--- src/rtl/llsc_pkg.sv ---
// Package: shared encodings for the reservation monitor.
// Assumes snoop kinds arrive already decoded from the bus protocol.
package llsc_pkg;

    typedef enum logic {
        OP_LOAD_LINK  = 1'b0,
        OP_STORE_COND = 1'b1
    } llsc_op_e;

    typedef enum logic [1:0] {
        SNP_READ  = 2'b00,
        SNP_WRITE = 2'b01,
        SNP_INVAL = 2'b10,
        SNP_RDX   = 2'b11
    } snoop_kind_e;

    // True for snoop kinds that take ownership of a line away from this core.
    function automatic logic kind_breaks_link(input logic [1:0] kind);
        return kind != SNP_READ;
    endfunction

endpackage

--- src/rtl/llsc_snoop_qual.sv ---
// Module: qualifies the snooped bus stream into a single "line lost" event.
// Assumes one snoop per cycle at line granularity; reads never break links.
module llsc_snoop_qual #(
    parameter int TAG_W = 28
) (
    input  logic             snoop_valid,
    input  logic [1:0]       snoop_kind,
    input  logic [TAG_W-1:0] snoop_line,
    input  logic [TAG_W-1:0] probe_tag,
    output logic             brk_valid,
    output logic [TAG_W-1:0] brk_tag,
    output logic             brk_hits_probe
);
    import llsc_pkg::*;

    // Decide whether this snoop removes the line from this core.
    always_comb begin
        brk_valid      = snoop_valid && kind_breaks_link(snoop_kind);
        brk_tag        = snoop_line;
        brk_hits_probe = brk_valid && (snoop_line == probe_tag);
    end

    // a snooped read never produces a break event.
    always_comb begin
        if (snoop_valid && snoop_kind == 2'b00)
            assert_read_harmless_R6: assert (!brk_valid);
    end

endmodule

--- src/rtl/llsc_resv_entry.sv ---
// Module: one reservation slot (valid, line tag, broken flag) for one thread.
// Assumes the owner's load-linked and store-conditional are mutually exclusive
// in a cycle. A break from a snoop or a peer's successful store only marks the flag.
module llsc_resv_entry #(
    parameter int TAG_W = 28
) (
    input  logic             clk,
    input  logic             rst_n,
    input  logic             ll_set,
    input  logic             sc_take,
    input  logic [TAG_W-1:0] new_tag,
    input  logic             new_broken,
    input  logic             brk_valid,
    input  logic [TAG_W-1:0] brk_tag,
    input  logic             peer_valid,
    input  logic [TAG_W-1:0] peer_tag,
    output logic             ent_valid,
    output logic [TAG_W-1:0] ent_tag,
    output logic             ent_broken
);
    logic hit_break;

    // Any foreign claim on the line this slot holds.
    always_comb begin
        hit_break = ent_valid &&
                    ((brk_valid && brk_tag == ent_tag) ||
                     (peer_valid && peer_tag == ent_tag));
    end

    // Slot state: the owner's requests take priority over break marking.
    always_ff @(posedge clk) begin
        if (!rst_n) begin
            ent_valid  <= 1'b0;
            ent_tag    <= '0;
            ent_broken <= 1'b0;
        end else if (ll_set) begin
            ent_valid  <= 1'b1;
            ent_tag    <= new_tag;
            ent_broken <= new_broken;
        end else if (sc_take) begin
            ent_valid  <= 1'b0;
            ent_broken <= 1'b0;
        end else if (hit_break) begin
            ent_broken <= 1'b1;
        end
    end

    assert_ll_records_R2: assert property (@(posedge clk) disable iff (!rst_n)
        ll_set |=> (ent_valid && ent_tag == $past(new_tag)));

    assert_sc_consumes_R7: assert property (@(posedge clk) disable iff (!rst_n)
        (sc_take && !ll_set) |=> !ent_valid);

    assert_break_marks_R5: assert property (@(posedge clk) disable iff (!rst_n)
        (hit_break && !ll_set && !sc_take) |=> ent_broken);

    assert_broken_sticks_R13: assert property (@(posedge clk) disable iff (!rst_n)
        (ent_broken && !ll_set && !sc_take) |=> ent_broken);

endmodule

--- src/rtl/llsc_resp_stage.sv ---
// Module: output register stage for processor results and the bus write request.
// Assumes at most one request per cycle; all outputs change one clock after it.
module llsc_resp_stage #(
    parameter int TID_W  = 2,
    parameter int ADDR_W = 32,
    parameter int DATA_W = 32
) (
    input  logic              clk,
    input  logic              rst_n,
    input  logic              in_valid,
    input  logic [TID_W-1:0]  in_tid,
    input  logic              in_is_sc,
    input  logic [DATA_W-1:0] in_data,
    input  logic              in_wr,
    input  logic [ADDR_W-1:0] in_wr_addr,
    input  logic [DATA_W-1:0] in_wr_data,
    output logic              rsp_valid,
    output logic [TID_W-1:0]  rsp_tid,
    output logic              rsp_is_sc,
    output logic [DATA_W-1:0] rsp_data,
    output logic              bus_wr_valid,
    output logic [ADDR_W-1:0] bus_wr_addr,
    output logic [DATA_W-1:0] bus_wr_data
);

    // Register the processor-facing result.
    always_ff @(posedge clk) begin
        if (!rst_n) begin
            rsp_valid <= 1'b0;
            rsp_tid   <= '0;
            rsp_is_sc <= 1'b0;
            rsp_data  <= '0;
        end else begin
            rsp_valid <= in_valid;
            rsp_tid   <= in_tid;
            rsp_is_sc <= in_is_sc;
            rsp_data  <= in_data;
        end
    end

    // Register the bus write request; only an approved store reaches here.
    always_ff @(posedge clk) begin
        if (!rst_n) begin
            bus_wr_valid <= 1'b0;
            bus_wr_addr  <= '0;
            bus_wr_data  <= '0;
        end else begin
            bus_wr_valid <= in_wr;
            bus_wr_addr  <= in_wr_addr;
            bus_wr_data  <= in_wr_data;
        end
    end

    assert_reset_quiet_R1: assert property (@(posedge clk)
        !rst_n |=> (!rsp_valid && !bus_wr_valid));

endmodule

--- src/rtl/llsc_monitor.sv ---
// Module: per-core load-linked / store-conditional reservation monitor.
// One slot per hardware thread, line-granular compare, snoop beats local SC,
// result and bus write one cycle after the request.
// Assumes NUM_THREADS is a power of two and the cache supplies mem_rdata with the load-linked.
module llsc_monitor #(
    parameter int NUM_THREADS = 4,
    parameter int ADDR_W      = 32,
    parameter int DATA_W      = 32,
    parameter int LINE_BYTES  = 16,
    localparam int TID_W      = (NUM_THREADS > 1) ? $clog2(NUM_THREADS) : 1,
    localparam int OFF_W      = $clog2(LINE_BYTES),
    localparam int TAG_W      = ADDR_W - OFF_W
) (
    input  logic              clk,
    input  logic              rst_n,
    input  logic              req_valid,
    input  logic              req_op,
    input  logic [TID_W-1:0]  req_tid,
    input  logic [ADDR_W-1:0] req_addr,
    input  logic [DATA_W-1:0] req_wdata,
    input  logic [DATA_W-1:0] mem_rdata,
    input  logic              snoop_valid,
    input  logic [1:0]        snoop_kind,
    input  logic [TAG_W-1:0]  snoop_line,
    output logic              rsp_valid,
    output logic [TID_W-1:0]  rsp_tid,
    output logic              rsp_is_sc,
    output logic [DATA_W-1:0] rsp_data,
    output logic              bus_wr_valid,
    output logic [ADDR_W-1:0] bus_wr_addr,
    output logic [DATA_W-1:0] bus_wr_data
);
    import llsc_pkg::*;

    logic [TAG_W-1:0] req_tag;
    logic             is_ll, is_sc;
    logic             brk_valid, brk_hits_req;
    logic [TAG_W-1:0] brk_tag;
    logic             sc_ok;
    logic [DATA_W-1:0] result_data;

    logic             ent_valid  [NUM_THREADS];
    logic             ent_broken [NUM_THREADS];
    logic [TAG_W-1:0] ent_tag    [NUM_THREADS];

    // Split the request into its line tag and decode the operation.
    always_comb begin
        req_tag = req_addr[ADDR_W-1:OFF_W];
        is_ll   = req_valid && (req_op == OP_LOAD_LINK);
        is_sc   = req_valid && (req_op == OP_STORE_COND);
    end

    llsc_snoop_qual #(.TAG_W(TAG_W)) u_snoop (
        .snoop_valid    (snoop_valid),
        .snoop_kind     (snoop_kind),
        .snoop_line     (snoop_line),
        .probe_tag      (req_tag),
        .brk_valid      (brk_valid),
        .brk_tag        (brk_tag),
        .brk_hits_probe (brk_hits_req)
    );

    // Store-conditional verdict: intact slot, same line, no coincident snoop.
    always_comb begin
        sc_ok = is_sc &&
                ent_valid[req_tid] &&
                !ent_broken[req_tid] &&
                (ent_tag[req_tid] == req_tag) &&
                !brk_hits_req;
    end

    // Result word: load data for a load-linked, 1/0 for a store-conditional.
    always_comb begin
        if (is_sc) result_data = {{(DATA_W-1){1'b0}}, sc_ok};
        else       result_data = mem_rdata;
    end

    for (genvar t = 0; t < NUM_THREADS; t++) begin : g_slot
        llsc_resv_entry #(.TAG_W(TAG_W)) u_entry (
            .clk        (clk),
            .rst_n      (rst_n),
            .ll_set     (is_ll && (req_tid == TID_W'(t))),
            .sc_take    (is_sc && (req_tid == TID_W'(t))),
            .new_tag    (req_tag),
            .new_broken (brk_hits_req),
            .brk_valid  (brk_valid),
            .brk_tag    (brk_tag),
            .peer_valid (sc_ok),
            .peer_tag   (req_tag),
            .ent_valid  (ent_valid[t]),
            .ent_tag    (ent_tag[t]),
            .ent_broken (ent_broken[t])
        );
    end

    llsc_resp_stage #(
        .TID_W  (TID_W),
        .ADDR_W (ADDR_W),
        .DATA_W (DATA_W)
    ) u_resp (
        .clk          (clk),
        .rst_n        (rst_n),
        .in_valid     (req_valid),
        .in_tid       (req_tid),
        .in_is_sc     (is_sc),
        .in_data      (result_data),
        .in_wr        (sc_ok),
        .in_wr_addr   (req_addr),
        .in_wr_data   (req_wdata),
        .rsp_valid    (rsp_valid),
        .rsp_tid      (rsp_tid),
        .rsp_is_sc    (rsp_is_sc),
        .rsp_data     (rsp_data),
        .bus_wr_valid (bus_wr_valid),
        .bus_wr_addr  (bus_wr_addr),
        .bus_wr_data  (bus_wr_data)
    );

    assert_ll_no_write_R2: assert property (@(posedge clk) disable iff (!rst_n)
        is_ll |=> (rsp_valid && !rsp_is_sc && !bus_wr_valid));

    assert_fail_silent_R4: assert property (@(posedge clk) disable iff (!rst_n)
        (is_sc && !sc_ok) |=> (rsp_valid && rsp_data == '0 && !bus_wr_valid));

    assert_snoop_wins_R9: assert property (@(posedge clk) disable iff (!rst_n)
        (is_sc && brk_hits_req) |=> (!bus_wr_valid && rsp_data == '0));

    assert_write_only_on_sc_R3: assert property (@(posedge clk) disable iff (!rst_n)
        bus_wr_valid |-> (rsp_valid && rsp_is_sc && rsp_data == DATA_W'(1)));

    assert_other_line_fails_R11: assert property (@(posedge clk) disable iff (!rst_n)
        (is_sc && ent_tag[req_tid] != req_tag) |=> !bus_wr_valid);

endmodule

--- config.mk ---
export PLATFORM = sky130hd
export DESIGN_NAME = llsc_monitor
export DESIGN_NICKNAME = d
export VERILOG_FILES = /design/src/rtl/llsc_pkg.sv /design/src/rtl/llsc_snoop_qual.sv /design/src/rtl/llsc_resv_entry.sv /design/src/rtl/llsc_resp_stage.sv /design/src/rtl/llsc_monitor.sv
export SDC_FILE = /design/constraint.sdc
export NUM_CORES = 1
export LEC_CHECK = 0
export BUFFER_PORTS_ARGS = -buffer_cell sky130_fd_sc_hd__buf_4
export CORE_MARGIN = 3
export CORE_UTILIZATION = 35
export CTS_CLUSTER_DIAMETER = 80
export DETAILED_ROUTE_END_ITERATION = 7
export HOLD_SLACK_MARGIN = 0.03
export SYNTH_ARGS = -nofsm -noshare
export SYNTH_HDL_FRONTEND = slang
export SYNTH_SLANG_ARGS = --single-unit
export TNS_END_PERCENT = 50
--- constraint.sdc ---
create_clock -name clk -period 2 [get_ports clk]
set_input_delay 0.2 -clock clk [delete_from_list [all_inputs] [get_ports clk]]
set_output_delay 0.2 -clock clk [all_outputs]
set_load 0.005 [all_outputs]
==> flow_metrics.tcl, run 1 <==
set metrics [dict create \
    peakVddDrop_mv 0.541 \
    reg2reg_to "g_slot[1].u_entry.ent_broken" \
    hold_path_end "u_resp.bus_wr_addr[27]" \
    slowest_stage "dlygate4sd3_1" \
    worst-path-stages 10 \
    violations "negative setup slack" \
    startpoint "req_addr[24]" \
    clk_latency_ps 550 \
    grt_pass1_vias 10800 \
    synthDistinctLibCells 40 \
    fin_crit_sh_pct 101 \
    synth_edf_count 0 \
    drc 0 \
    grt_max_degree 119 \
    overflow 0 \
    antenna_found_initial 0 \
    root_buffer "clkbuf_16" \
    whs_path_depth 3 \
    clk_pin_slew_ps 60 \
    fp.dieW_um 185 \
    finalMaxSlewViolations 0 \
    first_pass_iters 6 \
    syn_avg_cell_area_um2 8.86 \
    layout.nets 1838 \
    routedWlPerCell_um 24.4 \
    crit_type "input pin to register" \
    relSlewSlack_pct 52.2 \
    p_per_area_mw_per_mm2 705 \
    cp.required_ps 2470 \
    power_uw 11800 \
    cts_max_level 1 \
    fill_cells 2799 \
    fin_hold_ws_ps 59.9 \
    gp_congestion 0.994 \
    synth.area.top_cells "dfxtp_1 (40%), xnor2_1 (13%), xor2_1 (8.9%), nand2_1 (7.9%), a21oi_1 (5.5%)" \
    clk_path_buf_depth 3 \
    synth.most_common_cell "nand2_1" \
    hp-start "req_addr[27]" \
    cp-start-kind "input pin" \
    slowest_delay_ps 540 \
    hold_viol 0 \
    area_growth_pct 49.7 \
    r2r_setup_slack_ps -20 \
    path_delay_family "buffers and inverters" \
    crit_chain "dlygate4sd3_1 -> buf_4 -> xor2_2 -> nor4_4 -> buf_4 -> nand4_1 -> nor4_2 -> buf_4 -> o2111ai_2 -> o22ai_1" \
    min_period_ps 2020 \
    cts_tree "built" \
    routed_wl_mm 51.7 \
    syn-instance-count 1261 \
    rsz0062_at_grt "yes" \
    clock_sinks 221 \
    cts_made_buffers 26 \
    synth_top_area_share_pct 39.6 \
    yosysTopAreaCell "dfxtp_1" \
    initial_core_util_pct 36.0 \
    cp-end-kind "register" \
    die_area_mm2 0.0341 \
    arrival_ps 2480 \
    cp_max_fo 6 \
    status "complete, but fails checks" \
    drive_gt1_share_pct 32.4 \
    ys.flop_type "dfxtp_1" \
    ys_async_sr_fraction_pct 0 \
    via_per_inst 5.21 \
    yosysWarnings 0 \
    tightest_slew_ps 718 \
    grt_use_total_pct 29.4 \
    yosysSeqAreaShare_pct 39.6 \
    die_height_um 185 \
    io_buffer_count 233 \
    dpl.hpwl_mm 38.2 \
    rows 64 \
    antenna_cells 0 \
    p_leak_uw 0.00693 \
    num_io_pins 234 \
    ys_ff_latch 221 \
    vias 11000 \
    grt_first_pass_wirelength_mm 73.2 \
    drv_cap 0 \
    reg2reg_from "g_slot[1].u_entry.ent_tag[3]" \
    core-area_mm2 0.0310 \
    drtIter0Drc 941 \
    crit_path_frequent_cell "buf_4" \
    reg2reg_depth 9 \
    setup_viol 1 \
    fin_ws_ps -15.0 \
    syn_area_mm2 0.0112 \
    cp_num_buf_inv 4 \
    final.setup_skew_ps 12.4 \
    timing.fmax_ghz 0.496 \
    syn-num-nets 1394 \
    drt.antenna.violating_nets 0 \
    hold_path.class "input pin to register" \
    ys_top_cells_by_count "nand2_1 (236), dfxtp_1 (221), xnor2_1 (162)" \
]
-- logic make-up after synthesis --
kind of cell | after synthesis | share of synthesized area (%)
mux | 29 | 5.95
xor+xnor | 280 | 22.3
buf+inv | 116 | 4.55
flops | 221 | 39.6
simple gates | 476 | 21.1
compound gates | 139 | 6.50
-- where the power goes --
part	total (uW)	switching, uW	internal (uW)
sequential	4670	106	4570
clock	4990	1960	3030
combinational	2130	1070	1060
-- layout by cell type (no fill, tap or decap), types with 8 or more instances in the layout --
| cell | netlist | routed |
|---|---|---|
| buf_4 | 0 | 423 |
| nand2_1 | 236 | 236 |
| dfxtp_1 | 221 | 213 |
| xnor2_1 | 162 | 153 |
| a21oi_1 | 122 | 122 |
| xor2_1 | 113 | 109 |
| dlygate4sd3_1 | 0 | 86 |
| and2_1 | 67 | 67 |
| nand4_1 | 53 | 53 |
| and3_1 | 32 | 31 |
| clkbuf_16 | 0 | 27 |
| nor4_1 | 35 | 26 |
| mux4_2 | 22 | 23 |
| buf_12 | 1 | 18 |
| nand3_1 | 15 | 15 |
| xnor2_2 | 5 | 14 |
| nor3_1 | 11 | 11 |
| dfxtp_2 | 0 | 8 |
-- metrics by stage --
step | area [um2] | util (%) | TNS [ps] | std cells | setup slack, ps
finish | 16700 | 54.0 | -15.0 | 2117 | -15.0
floorplan | 11200 | - | 0 | 1261 | 214
CTS | 16500 | 53.3 | 0 | 2115 | 0.438
detailed placement | 14700 | 47.5 | -1300 | 1984 | -246
global route | 16700 | 54.0 | -374 | 2117 | -134
global placement | 14700 | 47.5 | -1260 | 1984 | -250
-- area by class of cell --
type                    count  area (um2)  area share (%)
inverters                   1        5.00          0.0299
repair buffers            531        4440            26.6
well taps                 396         495            2.96
clock buffers              36         759            4.54
clock inverters             8         130           0.778
multi-input cells         924        6450            38.6
flip-flops and latches    221        4430            26.5
-- tightest hold or removal path, cell delays in order --
cell and delay, ps:
buf_4 100, buf_4 140, and2_1 120
-- how the worst max path moves through the flow --
| stage | end | slack (ps) |
|---|---|---|
| 2_1_floorplan | g_slot[1].u_entry.ent_broken | 210 |
| 3_3_place_gp | g_slot[2].u_entry.ent_broken | -250 |
| 3_5_place_dp | g_slot[2].u_entry.ent_broken | -250 |
| 4_1_cts | g_slot[3].u_entry.ent_broken | 0.4 |
| 5_1_grt | g_slot[1].u_entry.ent_broken | -130 |
| 6_report | g_slot[1].u_entry.ent_broken | -20 |
-- registers in the layout, indices dropped and copies added, names as in the netlist --
signal and cells:
g_slot.u_entry.ent_tag 112, u_resp.bus_wr_addr 32, u_resp.bus_wr_data 32, u_resp.rsp_data 32, g_slot.u_entry.ent_broken 4, g_slot.u_entry.ent_valid 4
u_resp.rsp_tid 2, u_resp.bus_wr_valid 1, u_resp.rsp_is_sc 1, u_resp.rsp_valid 1
-- per-layer routing --
layer,part of all wire [%],vias up,global-route usage [%]
met3,8.7,106,5.96
met1,41,5276,37.7
met5,0,-,0
met2,46,574,48.4
met4,4.5,0,11.9
li1,-,5083,-
-- what timing repair did --
action                                 4_1_cts  5_1_grt
hold buffers                                87        0
pin swaps                                    3        8
endpoints found under the hold margin      114        0
setup endpoints to repair                    5        6
buffers inserted                             0        2
resized for setup                            5       38
(Power assumes the default switching activity.)
==> run 2, diff against run 1 <==
--- a/config.mk
+++ b/config.mk
@@ -7,10 +7,13 @@
 export LEC_CHECK = 0
 export BUFFER_PORTS_ARGS = -buffer_cell sky130_fd_sc_hd__buf_4
 export CORE_MARGIN = 3
-export CORE_UTILIZATION = 35
+export CORE_UTILIZATION = 55
 export CTS_CLUSTER_DIAMETER = 80
 export DETAILED_ROUTE_END_ITERATION = 7
 export HOLD_SLACK_MARGIN = 0.03
+export MAX_ROUTING_LAYER = met4
+export PLACE_DENSITY = 0.8
+export RECOVER_POWER = 100
 export SYNTH_ARGS = -nofsm -noshare
 export SYNTH_HDL_FRONTEND = slang
 export SYNTH_SLANG_ARGS = --single-unit
==> flow_metrics.tcl, run 2 (synthesized netlist as in run 1, its figures left out) <==
set metrics [dict create \
    rsz0062_at_grt "yes" \
    clock_sinks 221 \
    netSwitchingFraction_pct 28.0 \
    violations "negative setup slack" \
    internal_power_uw 8120 \
    fp.dieW_um 149 \
    rows 51 \
    setup_viol 6 \
    core-area_mm2 0.0197 \
    area_growth_pct 42.9 \
    clockPowerShare_pct 39.9 \
    via_per_inst 6.29 \
    routed_wl_mm 56.1 \
    cp_num_buf_inv 1 \
    post-route-util_pct 81.0 \
    power_switching_uw 3160 \
    arrival_ps 2710 \
    crit_chain "xor2_1 -> nor4_1 -> buf_4 -> nand3_1 -> nor4_1 -> o2111ai_1 -> o22ai_1" \
    grt_max_degree 119 \
    die_height_um 149 \
    fin_setup_tns_ps -823 \
    p_comb_share_pct 18.6 \
    drtIter0Drc 2141 \
    overflow 0 \
    path_delay_family "simple AND/OR/NAND/NOR gates" \
    cp.required_ps 2460 \
    dpl.hpwl_mm 37.5 \
    num_io_pins 234 \
    final_common_cell "buf_4" \
    routedWlPerCell_um 28.8 \
    cts_made_buffers 23 \
    gp_congestion 1.06 \
    clk_path_buf_depth 3 \
    p_leak_uw 0.00663 \
    final.setup_skew_ps 29.0 \
    slowest_stage "dfxtp_1" \
    clk_pin_slew_ps 70 \
    most-common-layout-cells "buf_4 (400), nand2_1 (236), dfxtp_1 (215)" \
    antenna_found_initial 3 \
    hold_path.class "input pin to register" \
    min_period_ps 2250 \
    pre_cts_ws_ps -259 \
    layout.nets 1796 \
    root_buffer "clkbuf_16" \
    dp_cells 1819 \
    vias 12300 \
    grt_pass1_vias 12000 \
    cp-end-kind "register" \
    cp-start-kind "register" \
    fill_cells 1133 \
    largest_reg_flops 112 \
    tightest_slew_ps 641 \
    register_area_mm2 0.00443 \
    clk_latency_ps 530 \
    crit_type "register to register" \
    drive_gt1_share_pct 30.6 \
    drt.antenna.violating_nets 0 \
    p_per_area_mw_per_mm2 707 \
    first_pass_iters 8 \
    hold_viol 0 \
    slowest_delay_ps 620 \
    finalMaxSlewViolations 0 \
    fin_crit_sh_pct 113 \
    die_area_mm2 0.0221 \
    drv_cap 0 \
    peakVddDrop_mv 0.744 \
    cts_max_level 1 \
    initial_core_util_pct 56.6 \
    fin_cells 1946 \
    status "complete, but fails checks" \
    fin_ws_ps -252 \
    fin_hold_ws_ps 33.9 \
    multi_input_comb_area_mm2 0.00641 \
    p_seq_share_pct 41.5 \
    cp_max_fo 4 \
    crit_path_frequent_cell "nor4_1" \
    grt_use_total_pct 49.9 \
    cts_tree "built" \
    drc 0 \
    grt_first_pass_wirelength_mm 79.0 \
    top_register "g_slot.u_entry.ent_tag" \
    timing.fmax_ghz 0.444 \
    relSlewSlack_pct 56.9 \
    io_buffer_count 233 \
]
[run 2: cell types whose count changed in the layout (fill, tap and decap cells not counted), moves of 4 or more]
cell,before,now
buf_4,423,400
buf_12,18,9
clkbuf_16,27,23
xor2_1,109,113
[run 2: worst paths after layout]
path	start	to	slack [ps]	cells past startpoint
max	g_slot[2].u_entry.ent_tag[23]	g_slot[2].u_entry.ent_broken	-250	7
min	req_addr[14]	g_slot[1].u_entry.ent_tag[10]	30	3
max reg2reg	g_slot[2].u_entry.ent_tag[23]	g_slot[2].u_entry.ent_broken	-250	7
min reg2reg	g_slot[1].u_entry.ent_tag[19]	g_slot[1].u_entry.ent_tag[19]	500	2
[run 2: repair_timing]
item | in CTS | in global routing
hold endpoints to repair | 96 | 0
setup endpoints to repair | 6 | 6
pin swaps | 4 | 3
setup buffers | 1 | 1
gates resized for setup | 14 | 19
hold buffers | 83 | 0
[run 2: tightest hold or removal path: cells and delay by family]
kind / cells / cell delay [ps]
AOI/OAI and AO/OA: 1 / 60
buffers and inverters: 1 / 170
and+or+nand+nor: 1 / 70
[run 2: through the flow]
stage	power, uW	cell area (um2)
after floorplan	5590	11200
after global placement	6520	14200
after detailed placement	6550	14200
after CTS	11100	15800
after global routing	11500	16000
final	11300	16000
[run 2: power by group through the flow]
stage / registers (uW) / logic (uW) / clock network (uW)
detailed placement: 4760 / 1790 / 0
CTS: 4670 / 1960 / 4440
floorplan: 4750 / 841 / 0
finish: 4690 / 2100 / 4500
global placement: 4760 / 1760 / 0
global route: 4690 / 2140 / 4630
[run 2: routing by layer]
metal	GRT usage [%]	share of wire [%]	vias up
li1	-	-	5016
met5	-	0	-
met4	34.5	9.3	0
met3	12.2	13	349
met2	74.7	43	1180
met1	59.4	34	5705
[run 2: final cells by class]
cell class              instances  share of cell area, %
clock buffers                  29                   3.87
well taps                     265                   2.08
inverters                       1                 0.0314
flip-flops and latches        221                   27.8
repair buffers                492                   25.1
diodes                          3                 0.0470
clock inverters                11                  0.917
multi-input cells             924                   40.1
==> run 3, diff against run 2 <==
--- a/config.mk
+++ b/config.mk
@@ -5,14 +5,14 @@
 export SDC_FILE = /design/constraint.sdc
 export NUM_CORES = 1
 export LEC_CHECK = 0
-export BUFFER_PORTS_ARGS = -buffer_cell sky130_fd_sc_hd__buf_4
 export CORE_MARGIN = 3
 export CORE_UTILIZATION = 55
 export CTS_CLUSTER_DIAMETER = 80
 export DETAILED_ROUTE_END_ITERATION = 7
+export DONT_BUFFER_PORTS = 1
 export HOLD_SLACK_MARGIN = 0.03
 export MAX_ROUTING_LAYER = met4
-export PLACE_DENSITY = 0.8
+export PLACE_DENSITY = 0.7
 export RECOVER_POWER = 100
 export SYNTH_ARGS = -nofsm -noshare
 export SYNTH_HDL_FRONTEND = slang
==> flow_metrics.tcl, run 3 (synthesized netlist as in run 1, its figures left out) <==
set metrics [dict create \
    status "complete, but fails checks" \
    violations "max-capacitance violations, max-slew violations, negative setup slack" \
    fin_ws_ps -22.9 \
    hold_viol 0 \
    min_period_ps 2020 \
    gp_congestion 1.05 \
    cp-start-kind "register" \
    relSlewSlack_pct -18.8 \
    drv_cap 2 \
    clk_latency_ps 520 \
    p_per_area_mw_per_mm2 749 \
    final_common_cell "nand2_1" \
    overflow 0 \
    cp-end-kind "register" \
    rsz0062_at_grt "yes" \
    cts_made_buffers 23 \
    post-route-util_pct 70.6 \
    wl_met2_mm 21.0 \
    finalMaxSlewViolations 60 \
    final.setup_skew_ps 22.1 \
    first_pass_iters 5 \
    cts_max_level 1 \
    cts_tree "built" \
    grt_max_degree 120 \
    p_leak_uw 0.00523 \
    routedWlPerCell_um 27.6 \
    fin_setup_tns_ps -43.8 \
    clock_sinks 221 \
    timing.fmax_ghz 0.494 \
    root_buffer "clkbuf_16" \
    rows 51 \
    io_buffer_count 0 \
    top_layer "met4" \
    setup_viol 2 \
    largest_reg_flops 112 \
    tightest_slew_ps 1780 \
    die_area_mm2 0.0221 \
    peakVddDrop_mv 0.679 \
    fp.dieW_um 149 \
    vias 10200 \
    r2r_setup_slack_ps -20 \
    drtIter0Drc 936 \
    clk_pin_slew_ps 70 \
    final_area_mm2 0.0139 \
    layout.nets 1521 \
    die_height_um 149 \
    dpl_cell_area_mm2 0.0118 \
    grt_pass1_vias 9915 \
    hold_path.class "input pin to register" \
    drt.antenna.violating_nets 0 \
    dpl.hpwl_mm 30.5 \
    most-common-layout-cells "nand2_1 (236), dfxtp_1 (211), xnor2_1 (151)" \
    crit_type "register to register" \
    clk_path_buf_depth 3 \
    drive_gt1_share_pct 14.8 \
    antenna_found_initial 1 \
    wl_met3_mm 5.58 \
    area_growth_pct 24.7 \
    via_per_inst 6.10 \
    num_io_pins 234 \
    routed_wl_mm 46.1 \
    initial_core_util_pct 56.6 \
    drc 0 \
    cp.required_ps 2440 \
    top_register "g_slot.u_entry.ent_tag" \
    cp_max_fo 4 \
    arrival_ps 2460 \
    grt_use_total_pct 41.9 \
    core-area_mm2 0.0197 \
    fin_crit_sh_pct 101 \
    pre_cts_ws_ps -47.0 \
    grt_first_pass_wirelength_mm 66.6 \
    wl_met1_mm 16.7 \
    fin_hold_ws_ps 88.6 \
]
[run 3: cell count changes in the layout (fill, tap and decap cells not counted), sizes merged]
cell	previous run	this run
buf	409	98
clkbuf	29	32
clkinvlp	2	3
diode	3	1
dlygate4sd3	83	116
inv	2	0
[run 3: layout make-up]
cell class	count	area, um2
Sequential cell	221	4440
Inverter	1	5.00
Tap cell	265	332
Antenna cell	1	2.50
Clock buffer	29	608
Timing Repair Buffer	217	1970
Multi-Input combinational cell	924	6430
Clock inverter	10	136
Fill cell	1509	5790
[run 3: report_power, final]
| group | total (uW) | switching [uW] | internal, uW |
|---|---|---|---|
| Sequential | 4690 | 122 | 4560 |
| Clock | 4370 | 1830 | 2540 |
| Combinational | 1370 | 710 | 664 |
[run 3: path summary, 6_finish.rpt]
path              depth (start not counted)                          start                            end
setup / recovery                          6   g_slot[0].u_entry.ent_tag[1]             u_resp.rsp_data[0]
hold / removal                            4                         req_op  g_slot[0].u_entry.ent_tag[10]
setup reg to reg                          6   g_slot[0].u_entry.ent_tag[1]             u_resp.rsp_data[0]
hold reg to reg                           2  g_slot[1].u_entry.ent_tag[23]  g_slot[1].u_entry.ent_tag[23]
[run 3: per-layer routing]
metal | global-route usage [%] | up-vias
li1 | - | 4460
met1 | 51.3 | 4806
met2 | 65.6 | 732
met3 | 9.14 | 170
met4 | 21.1 | 0
met5 | - | -
[run 3: critical path: stages, from the launching register on]
cell and delay [ps]:
dfxtp_1 350, mux4_1 600, xnor2_2 220, nand4_1 200
a211oi_1 240, nand4_1 190, o21ai_1 150
[run 3: repair_timing]
action                                  CTS  global route
setup buffers                             0             1
pin swaps                                 0             9
endpoints found under the hold margin   215             0
resized for setup                         2            37
hold buffers                            117             0
endpoints found under the setup margin    1             6
[run 3: metrics by stage]
step                      instances  power, uW
after floorplan                1261       5590
after global placement         1510       5830
after CTS                      1666      10400
final                          1668      10400
after global routing           1668      10700
after detailed placement       1510       5820
